--- src/rtl/trilevel_pkg.sv ---
package trilevel_pkg;

    typedef enum logic [1:0] {
        S_IDLE  = 2'd0,
        S_WORD  = 2'd1,
        S_ABORT = 2'd2
    } vld_state_e;

    // lane order inside the sample history array
    localparam int LANE_HI   = 0;
    localparam int LANE_LO   = 1;
    localparam int LANE_NULL = 2;
    localparam int LANES     = 3;

endpackage

--- src/rtl/trilevel_sampler.sv ---
module trilevel_sampler #(
    parameter int HIST_LEN = 10,
    parameter int DIV_LOW  = 8
) (
    input  logic                clk,
    input  logic                rst_n,
    input  logic                speed_low,
    input  logic                one_det,
    input  logic                zero_det,
    output logic                samp_en,
    output logic                samp_d,
    output logic                bad_q,
    output logic [HIST_LEN-1:0] hi_hist,
    output logic [HIST_LEN-1:0] lo_hist,
    output logic [HIST_LEN-1:0] null_hist
);
    import trilevel_pkg::*;

    localparam int PRE_W = (DIV_LOW > 2) ? $clog2(DIV_LOW) : 1;
    localparam logic [PRE_W-1:0] PRE_LAST = PRE_W'(DIV_LOW - 1);

    logic [PRE_W-1:0]    pre_q;
    logic [LANES-1:0]    lane_in;
    logic [HIST_LEN-1:0] hist_q [LANES];
    logic                invalid, swing;

    always_ff @(posedge clk) begin
        if (!rst_n) pre_q <= '0;
        else        pre_q <= (pre_q == PRE_LAST) ? '0 : pre_q + 1'b1;
    end

    assign samp_en = speed_low ? (pre_q == PRE_LAST) : 1'b1;

    assign lane_in[LANE_HI]   = one_det & ~zero_det;
    assign lane_in[LANE_LO]   = zero_det & ~one_det;
    assign lane_in[LANE_NULL] = ~one_det & ~zero_det;

    assign invalid = one_det & zero_det;
    assign swing   = (lane_in[LANE_HI] & hist_q[LANE_LO][0]) |
                     (lane_in[LANE_LO] & hist_q[LANE_HI][0]);

    // newest sample enters stage 0, oldest sits at the top stage
    for (genvar g = 0; g < LANES; g++) begin : g_lane
        always_ff @(posedge clk) begin
            if (!rst_n || (samp_en && invalid))
                hist_q[g] <= '0;
            else if (samp_en)
                hist_q[g] <= {hist_q[g][HIST_LEN-2:0], lane_in[g]};
        end
    end

    always_ff @(posedge clk) begin
        if (!rst_n) begin
            samp_d <= 1'b0;
            bad_q  <= 1'b0;
        end else begin
            samp_d <= samp_en;
            bad_q  <= samp_en & (invalid | swing);
        end
    end

    assign hi_hist   = hist_q[LANE_HI];
    assign lo_hist   = hist_q[LANE_LO];
    assign null_hist = hist_q[LANE_NULL];

endmodule

--- src/rtl/trilevel_shape.sv ---
module trilevel_shape #(
    parameter int HIST_LEN = 10,
    parameter int RUN      = 3
) (
    input  logic [HIST_LEN-1:0] hi_hist,
    input  logic [HIST_LEN-1:0] lo_hist,
    input  logic [HIST_LEN-1:0] null_hist,
    output logic                evt_hi,
    output logic                evt_lo,
    output logic                gap_full
);
    localparam int WIN = 2 * RUN;

    logic null_tail;

    // older RUN stages hold the level, newer RUN stages hold nulls
    assign null_tail = &null_hist[RUN-1:0];
    assign evt_hi    = (&hi_hist[WIN-1:RUN]) & null_tail;
    assign evt_lo    = (&lo_hist[WIN-1:RUN]) & null_tail;
    assign gap_full  = &null_hist;

endmodule

--- src/rtl/trilevel_fsm.sv ---
module trilevel_fsm #(
    parameter int SP_MIN = 8,
    parameter int SP_MAX = 12
) (
    input  logic clk,
    input  logic rst_n,
    input  logic samp_d,
    input  logic bad_q,
    input  logic evt_hi,
    input  logic evt_lo,
    input  logic gap_full,
    output logic bit_valid,
    output logic bit_value,
    output logic err
);
    import trilevel_pkg::*;

    localparam int CNT_W = $clog2(SP_MAX + 2);
    localparam logic [CNT_W-1:0] CNT_TOP = '1;
    localparam logic [CNT_W:0]   LIM_LO  = SP_MIN[CNT_W:0];
    localparam logic [CNT_W:0]   LIM_HI  = SP_MAX[CNT_W:0];

    vld_state_e       state_q, state_d;
    logic [CNT_W-1:0] cnt_q, cnt_d;
    logic [CNT_W:0]   spacing;
    logic             evt, accept;

    assign evt     = evt_hi | evt_lo;
    assign spacing = {1'b0, cnt_q} + 1'b1;

    always_comb begin
        state_d = state_q;
        cnt_d   = cnt_q;
        accept  = 1'b0;
        if (samp_d) begin
            if (cnt_q != CNT_TOP) cnt_d = cnt_q + 1'b1;
            if (bad_q) begin
                state_d = S_ABORT;
            end else begin
                unique case (state_q)
                    S_IDLE: begin
                        if (evt) begin
                            state_d = S_WORD;
                            accept  = 1'b1;
                            cnt_d   = '0;
                        end
                    end
                    S_WORD: begin
                        if (evt) begin
                            if (spacing >= LIM_LO && spacing <= LIM_HI) begin
                                accept = 1'b1;
                                cnt_d  = '0;
                            end else begin
                                state_d = S_ABORT;
                            end
                        end else if (gap_full && spacing > LIM_HI) begin
                            state_d = S_IDLE;
                        end
                    end
                    S_ABORT: begin
                        if (gap_full) state_d = S_IDLE;
                    end
                    default: state_d = S_IDLE;
                endcase
            end
        end
    end

    // state register
    always_ff @(posedge clk) begin
        if (!rst_n) begin
            state_q <= S_IDLE;
            cnt_q   <= '0;
        end else begin
            state_q <= state_d;
            cnt_q   <= cnt_d;
        end
    end

    // registered outputs
    always_ff @(posedge clk) begin
        if (!rst_n) begin
            bit_valid <= 1'b0;
            bit_value <= 1'b0;
            err       <= 1'b0;
        end else begin
            bit_valid <= accept;
            if (accept) bit_value <= evt_hi;
            err       <= (state_d == S_ABORT);
        end
    end

    assert_strobe_single_R6: assert property (@(posedge clk) disable iff (!rst_n)
        bit_valid |=> !bit_valid);

    assert_value_hold_R6: assert property (@(posedge clk) disable iff (!rst_n)
        !bit_valid |-> $stable(bit_value));

    assert_no_strobe_in_error_R8: assert property (@(posedge clk) disable iff (!rst_n)
        err |-> !bit_valid);

endmodule

--- src/rtl/trilevel_validator.sv ---
module trilevel_validator #(
    parameter int HIST_LEN = 10,
    parameter int RUN      = 3,
    parameter int SP_MIN   = 8,
    parameter int SP_MAX   = 12,
    parameter int DIV_LOW  = 8
) (
    input  logic clk,
    input  logic rst_n,
    input  logic speed_low,
    input  logic one_det,
    input  logic zero_det,
    output logic bit_valid,
    output logic bit_value,
    output logic err
);
    logic                samp_en, samp_d, bad_q;
    logic [HIST_LEN-1:0] hi_hist, lo_hist, null_hist;
    logic                evt_hi, evt_lo, gap_full;

    trilevel_sampler #(.HIST_LEN(HIST_LEN), .DIV_LOW(DIV_LOW)) u_sampler (
        .clk(clk), .rst_n(rst_n), .speed_low(speed_low),
        .one_det(one_det), .zero_det(zero_det),
        .samp_en(samp_en), .samp_d(samp_d), .bad_q(bad_q),
        .hi_hist(hi_hist), .lo_hist(lo_hist), .null_hist(null_hist)
    );

    trilevel_shape #(.HIST_LEN(HIST_LEN), .RUN(RUN)) u_shape (
        .hi_hist(hi_hist), .lo_hist(lo_hist), .null_hist(null_hist),
        .evt_hi(evt_hi), .evt_lo(evt_lo), .gap_full(gap_full)
    );

    trilevel_fsm #(.SP_MIN(SP_MIN), .SP_MAX(SP_MAX)) u_fsm (
        .clk(clk), .rst_n(rst_n), .samp_d(samp_d), .bad_q(bad_q),
        .evt_hi(evt_hi), .evt_lo(evt_lo), .gap_full(gap_full),
        .bit_valid(bit_valid), .bit_value(bit_value), .err(err)
    );

    assert_invalid_sample_err_R5: assert property (@(posedge clk) disable iff (!rst_n)
        (samp_en && one_det && zero_det) |-> ##2 err);

    assert_swing_err_R7: assert property (@(posedge clk) disable iff (!rst_n)
        (samp_en && one_det && !zero_det && lo_hist[0]) |-> ##2 err);

endmodule

--- config.mk ---
export PLATFORM = sky130hd
export DESIGN_NAME = trilevel_validator
export DESIGN_NICKNAME = d
export VERILOG_FILES = /design/src/rtl/trilevel_pkg.sv /design/src/rtl/trilevel_sampler.sv /design/src/rtl/trilevel_shape.sv /design/src/rtl/trilevel_fsm.sv /design/src/rtl/trilevel_validator.sv
export SDC_FILE = /design/constraint.sdc
export NUM_CORES = 1
export LEC_CHECK = 0
export BUFFER_PORTS_ARGS = -buffer_cell sky130_fd_sc_hd__buf_2
export CORE_UTILIZATION = 55
export DETAILED_ROUTE_END_ITERATION = 16
export PLACE_DENSITY = 0.74
export SYNTH_ARGS = -nofsm -noshare
export SYNTH_HDL_FRONTEND = slang
export SYNTH_SLANG_ARGS = --single-unit
--- constraint.sdc ---
create_clock -name clk -period 5.7 [get_ports clk]
set_clock_uncertainty 0.05 [all_clocks]
set_input_delay 0.57 -clock clk [delete_from_list [all_inputs] [get_ports clk]]
set_output_delay 0.57 -clock clk [all_outputs]
set_load 0.01 [all_outputs]
## Word-level counts from Yosys, hierarchy flattened

Memory sizes are Yosys's and may differ from the RTL's.
Index checks and enable logic that the tools add are counted.

- Register bits after elaboration: 14
- RAM bits: 30
- Input port bits: 5
- Output and inout port bits: 3
- Logic and storage cells: 78
- Memories kept: 1

Memories:

| name | depth | bits a word | rd ports | clocked after Yosys merged registers in | write ports | RTL line | RTL |
|---|---|---|---|---|---|---|---|
| u_sampler.hist_q | 3 | 10 | 3 | 0 | 3 | trilevel_sampler.sv:24 | `logic [HIST_LEN-1:0] hist_q [LANES];` |

- Add/sub/neg operators: 3
- $lt $le $gt $ge: 3
- Equal/unequal tests: 5
- Muxes and demuxes: 29
- Bitwise logic cells: 18
- Reduce and logical (&&, ||, !) cells: 11

Operators with widths:

| cell | number |
|---|---|
| 10-bit 2-to-1 mux | 3 |
| 4-bit 2-to-1 mux | 5 |
| 2-bit 2-to-1 mux | 7 |
| 1-bit 2-to-1 mux | 11 |
| 10-bit AND reduction | 1 |
| 1-bit bitwise AND | 9 |
| 3-bit AND reduction | 3 |
| 4-bit one-hot mux with 2 select lines | 1 |
| 1-bit bitwise OR | 6 |
| 2-bit one-hot mux with 3 select lines | 1 |
| 4-bit by 1-bit adder with 5-bit output, second input constant | 1 |
| 5-bit by 4-bit >= comparator with 1-bit output, second input constant | 1 |
| 5-bit by 4-bit greater-than comparator with 1-bit output, second input constant | 1 |
| 5-bit by 4-bit less-or-equal comparator with 1-bit output, second input constant | 1 |
| 4-bit by 1-bit adder with 4-bit output, second input constant | 1 |
| 2-bit == test, second input constant | 2 |
| 4-bit != test, second input constant | 1 |
| 3-bit by 1-bit adder with 3-bit output, second input constant | 1 |
| 3-bit == test, second input constant | 1 |
| 1-bit logical AND | 3 |
| 1-bit inverter | 3 |
| 2-bit by 1-bit == test with 1-bit output, second input constant | 1 |
| 2-bit logical NOT | 1 |
| 1-bit one-hot mux with 2 select lines | 1 |
| 3 further kinds | 3 |

## Depth between registers and ports, before layout

Gate-level depths: netlist of the first run.

- Depth after elaboration: 9
- Gate-level depth with buffers: 9
- Depth with buffers taken out: 8

## Hierarchy

Synthesis of the first run repeated with hierarchy kept, for this count alone.

- Cell total of the unflattened synthesis: 173
- Area, all modules: 2248.4 µm²

Modules (own cells, without submodules):

| module | times used | cells an instance | area each (µm²) | seq. area each (µm²) |
|---|---|---|---|---|
| trilevel_sampler | 1 | 91 | 1596.5 | 1001.0 |
| trilevel_fsm | 1 | 74 | 603.1 | 180.2 |
| trilevel_shape | 1 | 8 | 48.8 | 0.0 |

## Least setup slack after synthesis of the first run

OpenSTA, ideal clock, no wires.

- Path type: register to register
- From: register u_fsm.cnt_q[0]
- To: register u_fsm.err
- Library setup time: 126 ps
- Arrival: 1966 ps
- Required time: 5524 ps
- Path slack: 3557 ps
- Stages on the path, launching flop included: 10
- Period minus slack after synthesis: 2143 ps
- Cells stage by stage: dfxtp_1 -> ha_1 -> buf_2 -> nand3_1 -> ha_1 -> nand2b_4 -> a211o_1 -> and4_4 -> a311oi_2 -> nor3_1

- Cells in the longest elaborated chain, start to end: 9
- Elaborated cells between the ends (all ways): 13

Ends and longest elaborated chain:

| element | RTL line | RTL |
|---|---|---|
| start: declaration | trilevel_fsm.sv:24 | `logic [CNT_W-1:0] cnt_q, cnt_d;` |
| start signal: assignment | trilevel_fsm.sv:76 | `cnt_q <= cnt_d;` |
| 4-bit by 1-bit adder with 5-bit output (*) | trilevel_fsm.sv:29 | `assign spacing = {1'b0, cnt_q} + 1'b1;` |
| 5-bit by 4-bit greater-than comparator with 1-bit output (tied with other cells) | trilevel_fsm.sv:56 | `end else if (gap_full && spacing > LIM_HI) begin` |
| 1-bit logical AND, on equally long branches | trilevel_fsm.sv:56, trilevel_fsm.sv:50 |  |
| 2-bit 2-to-1 mux, on equally long branches | trilevel_fsm.sv:56, trilevel_fsm.sv:50 |  |
| 2-bit 2-to-1 mux (*) | trilevel_fsm.sv:49 | `if (evt) begin` |
| 2-bit one-hot mux with 3 select lines (*) | trilevel_fsm.sv:40 | `unique case (state_q)` |
| 2-bit 2-to-1 mux (*) | trilevel_fsm.sv:37 | `if (bad_q) begin` |
| 2-bit 2-to-1 mux (*) | trilevel_fsm.sv:35 | `if (samp_d) begin` |
| 2-bit == test (*) | trilevel_fsm.sv:89 | `err <= (state_d == S_ABORT);` |
| end signal: assignment | trilevel_fsm.sv:89 |  |
| end: declaration | trilevel_fsm.sv:14 | `output logic err` |

Every way passes the cells marked *; elsewhere a longest branch is shown, timed or not.
A chain may end at the register's enable or synchronous reset.

## Final worst setup path of the first run

- From: register u_fsm.cnt_q[0]
- To: register u_fsm.cnt_q[2]

- Cells in the longest elaborated chain, start to end: 7
- Elaborated cells between the ends (all ways): 12

Ends and longest elaborated chain:

| element | RTL line | RTL |
|---|---|---|
| 4-bit by 1-bit adder with 5-bit output | trilevel_fsm.sv:29 |  |
| 5-bit by 4-bit >= comparator with 1-bit output or 5-bit by 4-bit less-or-equal comparator with 1-bit output (tied branches) | trilevel_fsm.sv:50 | `if (spacing >= LIM_LO && spacing <= LIM_HI) begin` |
| 1-bit logical AND | trilevel_fsm.sv:50 |  |
| 4-bit 2-to-1 mux | trilevel_fsm.sv:50 |  |
| 4-bit 2-to-1 mux | trilevel_fsm.sv:49 |  |
| 4-bit one-hot mux with 2 select lines | trilevel_fsm.sv:40 |  |
| 4-bit 2-to-1 mux (*) | trilevel_fsm.sv:37 |  |

Marked as above.

==> impl_results.md, run 1 <==
- Outcome: complete, no violations
- Dpl cells: 175
- DR WL/cell: about 15 um
- Setup ws final: ~3.3 ns
- Final setup viols: 0
- Clock power share: about 28%
- Chip Height: ~57 um
- Post-route ant nets: 0
- Crit start category: flip-flop
- Via count: approximately 1100
- VDD IR max: 0.000187 V
- Distinct cells, synth: 39
- CTS Hold Bufs: 0
- FF+latch count, synth: 36
- First-pass GRT wire length: ~4.5 mm
- Worst-Skew Late Latency: ~0.34 ns
- Unrepaired setup endpoints after global routing: no
- Combinational share of power: around 6.2%
- Fin cells: around 180
- Synth Instances: approximately 140
- Placeable core area: between 0.002 and 0.003 mm^2
- Worst Tran Pin Value: just over 0.9 ns
- CP Launch Point: u_fsm.cnt_q[0]$_SDFFE_PN0P_
- Post-DP HPWL: 1.92 mm
- Resize count post-CTS: 0
- Overall Global Routing Usage: a little under a fifth
- Max cap viols: 0
- Initial DRC Count: between 40 and 50
- CP dominant cell by count: ha_1
- Crit path max fanout: 10
- Cell row count: 19
- Multiplexer area fraction after synthesis: 0%
- Max-slew violations: 0
- H-tree depth: 2
- Clock transition at the registers of the reported paths: around 0.10 ns
- Share of power burned in registers: approximately two thirds
- Number of fillers in the final layout: 236
- Share of layout cells above drive strength 1: roughly 14%
- Fmax: just over 0.4 GHz
- Slowest CP cell: dfxtp_1
- CTS tree: yes
- Count of flip-flops with a built-in enable after synthesis: 22
- Fin crit share: a little over two fifths
- Post-synthesis sequential area ratio: between 50% and 60%
- Static Leak: ~0.00065 uW
- CP bufs+invs: 0
- DRC viols: 0
- P per Cell Area: roughly 260 mW/mm^2
- # IOs: 8
- RR Startpoint: u_fsm.cnt_q[0]$_SDFFE_PN0P_
- Final RePlAce weighted congestion: about 0.75
- Largest area contributor in the synthesized netlist: edfxtp_1
- Initial antenna violation count: 0
- Starting Density: 59.1%
- Cts bufs inserted: 5
- Crit Path Class: flip-flop to flip-flop
- Yosys warning total: 0
- Vias in the first global route: ~1100
- Fin crit period: roughly 2.4 ns
- Simple-gate share of the synthesized area: approximately a quarter
- Final Hold Fails: 0
- P_sw: between 100 and 150 uW
- Ys flop type: edfxtp_1
- Clk sinks: 36
- CP cell instances: ha_1 -> nand3_1 -> ha_1 -> and2b_1 -> nand4b_1 -> nand4_4 -> a32o_1 -> a211oi_2
- Cell family with most CP delay: simple AND/OR/NAND/NOR gates
- Compound-cell area share of the yosys netlist: approximately an eighth
- Worst Hold Launch: u_sampler.pre_q[0]$_SDFF_PP0_
- CTS Buffer Depth: 2
- Grt total ovfl: 0
- Total iterations of the first detailed-routing run: 4
- Post-Synth Adder-Cell Area: ~3.8%
- Largest family of logic cells by synthesized area: simple AND/OR/NAND/NOR gates
- Die ar.: between 0.003 and 0.004 mm^2
- Post-CTS Setup Repair Bufs: 0
- Crit. End Element: flip-flop
- Nets: about 160
- Post-Syn Nets: 151
- FFs w/ async S/R, synth: 0%
- Slew margin rel.: between 30% and 40%
- Synth Area in XOR/XNOR: 0%
- Worst Path Required: a little under 6 ns
- Total negative slack: 0 ns
- Crit-path max cell delay: roughly 0.46 ns
- Largest net degree at the start of global routing: 23
- Total wire length: 2.76 mm
- Vias per cell: slightly below 6
- Ant. Diodes: 0
- Mapped Area: 0.00166 mm^2
- Number of port buffers: 7
- Hold WC Path Type: flip-flop to flip-flop
- Sw Share: between 20% and 30%
- P_int: ~350 uW
- Pre-CTS setup slack: 3.31 ns
- Area Growth Syn to Fin: 6.33%
- Worst Path Arrival: 2.64 ns
- Root buffer cell: clkbuf_4
- Ranking of synthesized cells by area: edfxtp_1 40%, dfxtp_1 17%, and2_1 7.2%
- Die width: 56.9 um
- Synthesized area per cell: approximately 12 um^2
- Synth top area share: around 40%
-- final timing paths --
| kind | slack, ns | endpoint | depth (start not counted) |
|---|---|---|---|
| max | 3.27 | u_fsm.cnt_q[2]$_SDFFE_PN0P_ | 8 |
| min reg2reg | 0.39 | u_sampler.pre_q[0]$_SDFF_PP0_ | 1 |
| min | 0.39 | u_sampler.pre_q[0]$_SDFF_PP0_ | 1 |
| max reg2reg | 3.27 | u_fsm.cnt_q[2]$_SDFFE_PN0P_ | 8 |
-- sequential cells by signal, summed over array words and instances (netlist names) --
register          flops
u_fsm.cnt_q           4
u_fsm.state_q         2
u_sampler.bad_q       1
u_sampler.samp_d      1
u_fsm.err             1
u_fsm.bit_valid       1
u_sampler.hist_q     22
u_sampler.pre_q       3
u_fsm.bit_value       1
-- cells in the mapped netlist (2+ instances only) --
cell type  number
ha_1            5
nor3_1          6
nor3b_1         4
edfxtp_1       22
a21oi_1         7
inv_1           6
nor2_1          4
clkbuf_1        2
o21a_1          2
dfxtp_1        14
nand2_1         4
nand2b_1        2
nand4_1         5
buf_2           2
and2_1         19
o21ai_0         4
nand3_1        10
a211oi_1        2
-- cell type report --
class / count / area, um^2 / share of cell area (%)
flip-flops and latches: 36 / 941 / 53.3
multi-input cells: 94 / 674 / 38.2
clock buffers: 6 / 41.3 / 2.34
well taps: 31 / 38.8 / 2.20
repair buffers: 7 / 35.0 / 1.99
inverters: 7 / 26.3 / 1.49
clock inverters: 2 / 7.51 / 0.426
-- per-layer routing --
layer	global-route usage [%]	wire, um	share of wire [%]
met5	0	0	0
met4	10.5	68	2.5
met3	4.84	133	4.8
met2	30.6	1320	48
met1	22.7	1240	45
-- logic make-up after synthesis --
family | after synthesis
DFF | 36
buffers and inverters | 11
and+or+nand+nor | 63
adders and majority gates | 5
AOI/OAI and AO/OA | 26
-- metrics by stage --
stage	instance area (um^2)	total power, uW	utilization, %	hold WS, ns
after detailed placement	1720	334	61.2	0.387
after global placement	1720	332	61.2	0.367
after global routing	1760	471	62.9	0.412
after floorplan	1660	324	-	0.358
after CTS	1760	457	62.9	0.402
final	1760	454	62.9	0.391
-- placed cells by master (no fill, tap or decap), types with 2 or more instances in the layout --
master and instances:
and2_1 19, a21oi_1 7, nor2_1 4, dfxtp_1 14, inv_1 6, nand2b_1 2
nand3_1 10, o21a_1 2, clkbuf_4 5, a211oi_1 2, nand4_1 5, nor3b_1 4
o21ai_0 4, buf_2 7, edfxtp_1 22, ha_1 5, nor3_1 6, nand2_1 4
clkinv_1 2
-- worst register-to-register path: stages (launching register included) --
cell,delay [ns]
dfxtp_1,0.46
ha_1,0.43
nand3_1,0.20
ha_1,0.26
and2b_1,0.20
nand4b_1,0.16
nand4_4,0.15
a32o_1,0.25
a211oi_2,0.19
-- power groups by stage --
stage,combinational [uW],clock (uW),sequential (uW)
5_1_grt,32.0,138,301
3_3_place_gp,27.1,0,305
2_1_floorplan,21.8,0,302
3_5_place_dp,28.3,0,306
4_1_cts,28.5,129,300
6_report,28.2,127,300
(Power assumes the default switching activity.)
==> inputs of run 2 (changes only) <==
CORE_UTILIZATION = 53   (was 55)
clock period = 2 ns   (was 5.7 ns; I/O delays follow)
==> run 2 against run 1 <==
Net effect: hold slack got worse by 0.29 ns; critical path depth unchanged; die area increased by 3.7%; critical path type unchanged; largest cell class unchanged; largest power group unchanged.
==> impl_results.md, run 2 (same netlist as run 1, synthesis figures left out) <==
- Outcome: complete, no violations
- Number of fillers in the final layout: 222 (-5.9%)
- Largest net degree at the start of global routing: 23 (unchanged)
- Worst-Skew Late Latency: 0.33 ns (about the same)
- Clk sinks: 36 (unchanged)
- Initial antenna violation count: 0 (unchanged)
- Fin crit share: 99.0% (+56 points)
- Via count: 1162 (+6.4%)
- Total iterations of the first detailed-routing run: 5 (+1)
- Starting Density: 58.2% (-0.99 points)
- Max FFs per register: 22 (unchanged)
- Die width: 58.0 um (+1.8%)
- M1 wire length: 1.42 mm (+14%)
- Root buffer cell: clkbuf_4
- Nets: 172 (+6.8%)
- P_int: 1040 uW (+200%)
- Chip Height: 58.0 um (+1.8%)
- Final Cell Area: 0.00192 mm^2 (+8.6%)
- P_sw: 322 uW (+200%)
- Overall Global Routing Usage: 19.4% (+0.61 points)
- # IOs: 8 (unchanged)
- Initial DRC Count: 59 (+28%)
- P per Cell Area: 713 mW/mm^2 (+180%)
- Ant. Diodes: 0 (unchanged)
- Hold WC Path Type: primary input to flip-flop
- Post-route ant nets: 0 (unchanged)
- Final setup viols: 0 (unchanged)
- Combinational share of power: 7.6% (+1.4 points)
- Number of port buffers: 7 (unchanged)
- Final RePlAce weighted congestion: 1.00 (+33%)
- Fin crit period: 1.98 ns (-0.446 ns)
- DRC viols: 0 (unchanged)
- Crit Reg-Reg Endpoint: u_fsm.cnt_q[1]$_SDFFE_PN0P_
- Area Growth Syn to Fin: 15.5%
- Worst Path Arrival: 2.19 ns (-0.45 ns)
- Placed instance area: 0.00179 mm^2 (+4.4%)
- Sw Share: 23.6% (+0.079 points)
- R2R Setup Slk: 0.02 ns (-3.25 ns)
- Biggest regs: u_sampler.hist_q (22), u_fsm.cnt_q (4), u_sampler.pre_q (3)
- Final Hold Fails: 0 (unchanged)
- Commonest non-fill, non-tap cell in the layout: edfxtp_1
- Clock power share: 30.1% (+2.2 points)
- Routed wl met2: 1.55 mm (+18%)
- Crit path max fanout: 6 (-4)
- Top Layer Used: met4
- Cell row count: 19 (unchanged)
- Share of layout cells above drive strength 1: 26.4% (+12 points)
- Placeable core area: 0.00285 mm^2 (+1.7%)
- Crit Path Class: flip-flop to flip-flop
- WHS Path Cells: 2 (+1)
- Cts bufs inserted: 5 (unchanged)
- Grt total ovfl: 0 (unchanged)
- Worst Tran Pin Value: 0.504 ns (-0.415 ns)
- Hold endpoint: u_fsm.cnt_q[0]$_SDFFE_PN0P_
- Slew margin rel.: 66.4% (+28 points)
- Static Leak: 0.000709 uW (+9.1%)
- Clock transition at the registers of the reported paths: 0.11 ns (about the same)
- First-pass GRT wire length: 4.75 mm (+5.9%)
- Worst Path Required: 2.21 ns (-3.70 ns)
- Vias per cell: 5.99 (+0.38%)
- Max cap viols: 0 (unchanged)
- CP Launch Point: u_fsm.cnt_q[1]$_SDFFE_PN0P_
- Slowest CP cell: dfxtp_4
- Met3 wire len: 151 um (+14%)
- Crit. End Element: flip-flop
- VDD IR max: 0.000528 V (+180%)
- Fmax: 0.505 GHz (+23%)
- CP dominant cell by count: ha_4
- Post-DP HPWL: 1.94 mm (+0.96%)
- Reg with most FFs: u_sampler.hist_q
- Share of the core filled with cells: 67.1% (+4.3 points)
- Worst Hold Launch: rst_n
- Unrepaired setup endpoints after global routing: yes
- DR WL/cell: 16.5 um (+9.3%)
- CTS tree: yes
- Share of power burned in registers: 62.2% (-3.7 points)
- Vias in the first global route: 1068 (+0.56%)
- Commonest cells after routing, fill and taps aside: 22 x edfxtp_1, 19 x and2_1, 12 x dfxtp_1
- H-tree depth: 2 (unchanged)
- RR Startpoint: u_fsm.cnt_q[1]$_SDFFE_PN0P_
- Reg2Reg Depth: 8 (unchanged)
- Total wire length: 3.20 mm (+16%)
- Die ar.: 0.00336 mm^2 (+3.7%)
- Max-slew violations: 0 (unchanged)
- CTS Buffer Depth: 2 (unchanged)
- CP cell instances: ha_4 -> nand3_4 -> ha_4 -> and2b_2 -> o21ai_4 -> nand4_4 -> a22o_1 -> a21oi_2
- Crit-path max cell delay: 0.41 ns (-0.05 ns)
- Crit start category: flip-flop
-- run 2: through the flow --
stage               instances  TNS [ns]  setup slack (ns)  power (uW)  hold slack [ns]
floorplan                 141         0           0.00791         925            0.267
global placement          182         0            0.0895         956            0.368
detailed placement        182         0            0.0147         962            0.376
CTS                       190         0          0.000828        1360           0.0884
global route              194    -0.223           -0.0651        1410           0.0937
finish                    194         0            0.0195        1370           0.0977
-- run 2: final cells by class --
cell class | count | area [um^2] | share of cell area, %
repair buffers | 18 | 118 | 6.14
well taps | 31 | 38.8 | 2.02
clock buffers | 7 | 55.1 | 2.87
multi-input cells | 94 | 722 | 37.7
flip-flops and latches | 36 | 948 | 49.5
clock inverters | 1 | 7.51 | 0.392
inverters | 7 | 26.3 | 1.37
-- run 2: worst max path at each step --
stage                                        to  cells after the start
floorplan           u_fsm.cnt_q[2]$_SDFFE_PN0P_                      9
global placement    u_fsm.cnt_q[2]$_SDFFE_PN0P_                      8
detailed placement  u_fsm.cnt_q[2]$_SDFFE_PN0P_                      8
CTS                 u_fsm.cnt_q[2]$_SDFFE_PN0P_                      8
global route        u_fsm.cnt_q[2]$_SDFFE_PN0P_                      8
finish              u_fsm.cnt_q[1]$_SDFFE_PN0P_                      8
-- run 2: metal layers --
layer  global-route usage, %  up-vias
met5                       0        -
li1                        -      566
met2                    29.2       39
met1                    26.2      547
met4                    10.2        0
met3                    4.46       10
-- run 2: critical path, delay by kind of cell, from the launching register on --
family          cells  cell delay [ns]
fa+ha+maj           2             0.35
simple gates        3             0.48
flops               1             0.41
compound gates      3             0.62
-- run 2: power groups by stage --
stage | registers [uW] | clock network, uW | logic [uW]
final | 850 | 411 | 104
after floorplan | 861 | 0 | 63.3
after CTS | 849 | 417 | 96.0
after detailed placement | 867 | 0 | 95.5
after global routing | 854 | 443 | 117
after global placement | 864 | 0 | 91.8
-- run 2: timing repair --
action,4_1_cts,5_1_grt
buffers inserted,0,4
resized for setup,1,6
hold buffers,0,0
setup endpoints to repair,1,5
pin swaps,1,6
==> inputs of run 3 (changes only) <==
CORE_UTILIZATION = 55   (was 53)
PLACE_DENSITY = 0.76   (was 0.74)
SYNTH_HIERARCHICAL = 1   (was default)
==> run 3 against run 2 <==
Net effect: the run now ends with negative setup slack left; final cell count up 10%; register-to-register slack worse by 0.04 ns; worst setup slack lost 0.037 ns; critical path depth unchanged; synthesized cell count up 11%; utilization fell by 1.4 points; clock power shrank 10%; sequential power hardly changed; hold slack better by 0.010 ns; combinational power increased by 23%.
==> impl_results.md, run 3 <==
- Top Usage Layer GRT: met2
- Worst Path Arrival: 2.25 ns (+0.06 ns)
- Post-route ant nets: 0 (unchanged)
- Vias per cell: 6.00 (+0.17%)
- Max FFs per register: 22 (unchanged)
- Final RePlAce weighted congestion: 0.857 (-15%)
- Crit start category: flip-flop
- Crit. End Element: flip-flop
- Max cap viols: 0 (unchanged)
- Share of the core filled with cells: 65.8% (-1.4 points)
- CTS Buffer Depth: 2 (unchanged)
- Overall Global Routing Usage: 21.0% (+1.6 points)
- Crit Path Class: flip-flop to flip-flop
- First-pass GRT wire length: 5.46 mm (+15%)
- Outcome: complete, but fails checks
- Share of layout cells above drive strength 1: 32.9% (+6.6 points)
- Ant. Diodes: 0 (unchanged)
- Static Leak: 0.000690 uW (-2.6%)
- CTS tree: yes
- Starting Density: 59.7% (+1.5 points)
- Clk sinks: 36 (unchanged)
- Cts bufs inserted: 5 (unchanged)
- Via count: 1284 (+10%)
- Total wire length: 3.33 mm (+4.0%)
- Worst Tran Pin Value: 0.596 ns (+0.0915 ns)
- Final Hold Fails: 0 (unchanged)
- Number of port buffers: 7 (unchanged)
- Die ar.: 0.00366 mm^2 (+9.0%)
- H-tree depth: 2 (unchanged)
- Hold WC Path Type: primary input to flip-flop
- Total iterations of the first detailed-routing run: 4 (-1)
- Reg with most FFs: u_sampler/hist_q
- Grt met2 use: 33.6% (+4.4 points)
- Synthesized area per cell: 12.1 um^2 (+2.5%)
- Worst Path Required: 2.23 ns (+0.02 ns)
- Initial DRC Count: 86 (+46%)
- GRT met1 Usage: 26.5% (+0.34 points)
- Fin crit period: 2.02 ns (+0.0366 ns)
- Power Total: 1350 uW (-1.2%)
- Initial antenna violation count: 0 (unchanged)
- VDD IR max: 0.000389 V (-26%)
- # IOs: 8 (unchanged)
- Failing checks: negative setup slack
- DR WL/cell: 15.6 um (-5.7%)
- Chip Height: 60.5 um (+4.4%)
- Total negative slack: -0.0201 ns (-0.0201 ns)
- Mapped Area: 0.00188 mm^2 (+13%)
- Max-slew violations: 0 (unchanged)
- Biggest regs: u_sampler/hist_q (22), u_fsm/cnt_q (4), u_sampler/pre_q (3)
- Setup ws final: -0.0171 ns (-0.0366 ns)
- DRC viols: 0 (unchanged)
- Fmax: 0.496 GHz (-1.8%)
- CTS Hold Bufs: 0 (unchanged)
- Grt total ovfl: 0 (unchanged)
- Fin crit share: 101% (+1.8 points)
- Yosys warning total: 6 (+6)
- P per Cell Area: 651 mW/mm^2 (-8.7%)
- Cell row count: 20 (+1)
- Commonest non-fill, non-tap cell in the layout: edfxtp_1
- Area Growth Syn to Fin: 10.2%
- Nets: 179 (+4.1%)
- Vias in the first global route: 1168 (+9.4%)
- Root buffer cell: clkbuf_4
- Placeable core area: 0.00315 mm^2 (+11%)
- Largest net degree at the start of global routing: 28 (+22%)
- Die width: 60.5 um (+4.4%)
- Crit path max fanout: 4 (-2)
- Unrepaired setup endpoints after global routing: yes
- Grt met3 use: 6.61% (+2.1 points)
- Final setup viols: 2 (+2)
- Commonest cells after routing, fill and taps aside: 22 x edfxtp_1, 14 x nor4b_2, 12 x buf_4
- Post-DP HPWL: 2.26 mm (+16%)
- Synth Instances: 156 (+11%)
- Slew margin rel.: 60.2% (-6.2 points)
- Post-Syn Nets: 166 (+9.9%)
- Clock transition at the registers of the reported paths: 0.11 ns (about the same)
- Worst-Skew Late Latency: 0.34 ns (about the same)
-- run 3: worst max-delay path: stages, from the launching register on --
cell	delay (ns)
dfxtp_4	0.38
ha_4	0.16
nand3_4	0.08
ha_4	0.12
or3b_1	0.35
a32oi_2	0.23
nand2_2	0.11
a211oi_4	0.27
mux2i_1	0.20
-- run 3: worst paths after layout --
kind,start,end,slack (ns),cells past startpoint
setup / recovery,u_fsm/cnt_q[0]$_SDFFE_PN0P_,u_fsm/bit_value$_SDFFE_PN0P_,-0.02,8
hold / removal,one_det,u_sampler/bad_q$_SDFF_PN0_,0.11,3
setup reg to reg,u_fsm/cnt_q[0]$_SDFFE_PN0P_,u_fsm/bit_value$_SDFFE_PN0P_,-0.02,8
hold reg to reg,u_sampler/pre_q[0]$_SDFF_PP0_,u_sampler/pre_q[0]$_SDFF_PP0_,0.39,1
-- run 3: power by group --
| part | switching, uW | leakage [uW] | internal [uW] | total, uW |
|---|---|---|---|---|
| Sequential | 27.0 | 0.000360 | 825 | 852 |
| Combinational | 74.3 | 0.000305 | 54.0 | 128 |
| Clock | 235 | 0.0000259 | 134 | 369 |
-- run 3: area by class of cell --
| type | instances | area, um^2 |
|---|---|---|
| timing repair buffer | 19 | 125 |
| sequential | 36 | 947 |
| inverter | 6 | 22.5 |
| multi-input combinational | 101 | 871 |
| fill | 240 | 1080 |
| clock buffer | 6 | 41.3 |
| tap | 44 | 55.1 |
| clock inverter | 2 | 11.3 |
-- run 3: routing by layer --
layer	share of wire, %	up-vias
met5	0	-
met4	1.5	0
met3	4.6	6
met2	48	37
met1	46	624
li1	-	617
-- run 3: stage by stage --
step                worst slack, ns  std cells  instance area (um^2)  hold slack [ns]
global route                 -0.104        214                  2070           0.0937
detailed placement          -0.0629        205                  1990            0.374
global placement             0.0272        205                  1990            0.368
CTS                         -0.0565        213                  2050           0.0867
floorplan                   -0.0841        156                  1920            0.272
finish                      -0.0171        214                  2070            0.108
-- run 3: repair_timing --
action / CTS / global route
setup buffers: 0 / 1
endpoints found under the setup margin: 6 / 7
gates resized for setup: 2 / 3
pin swaps: 6 / 2
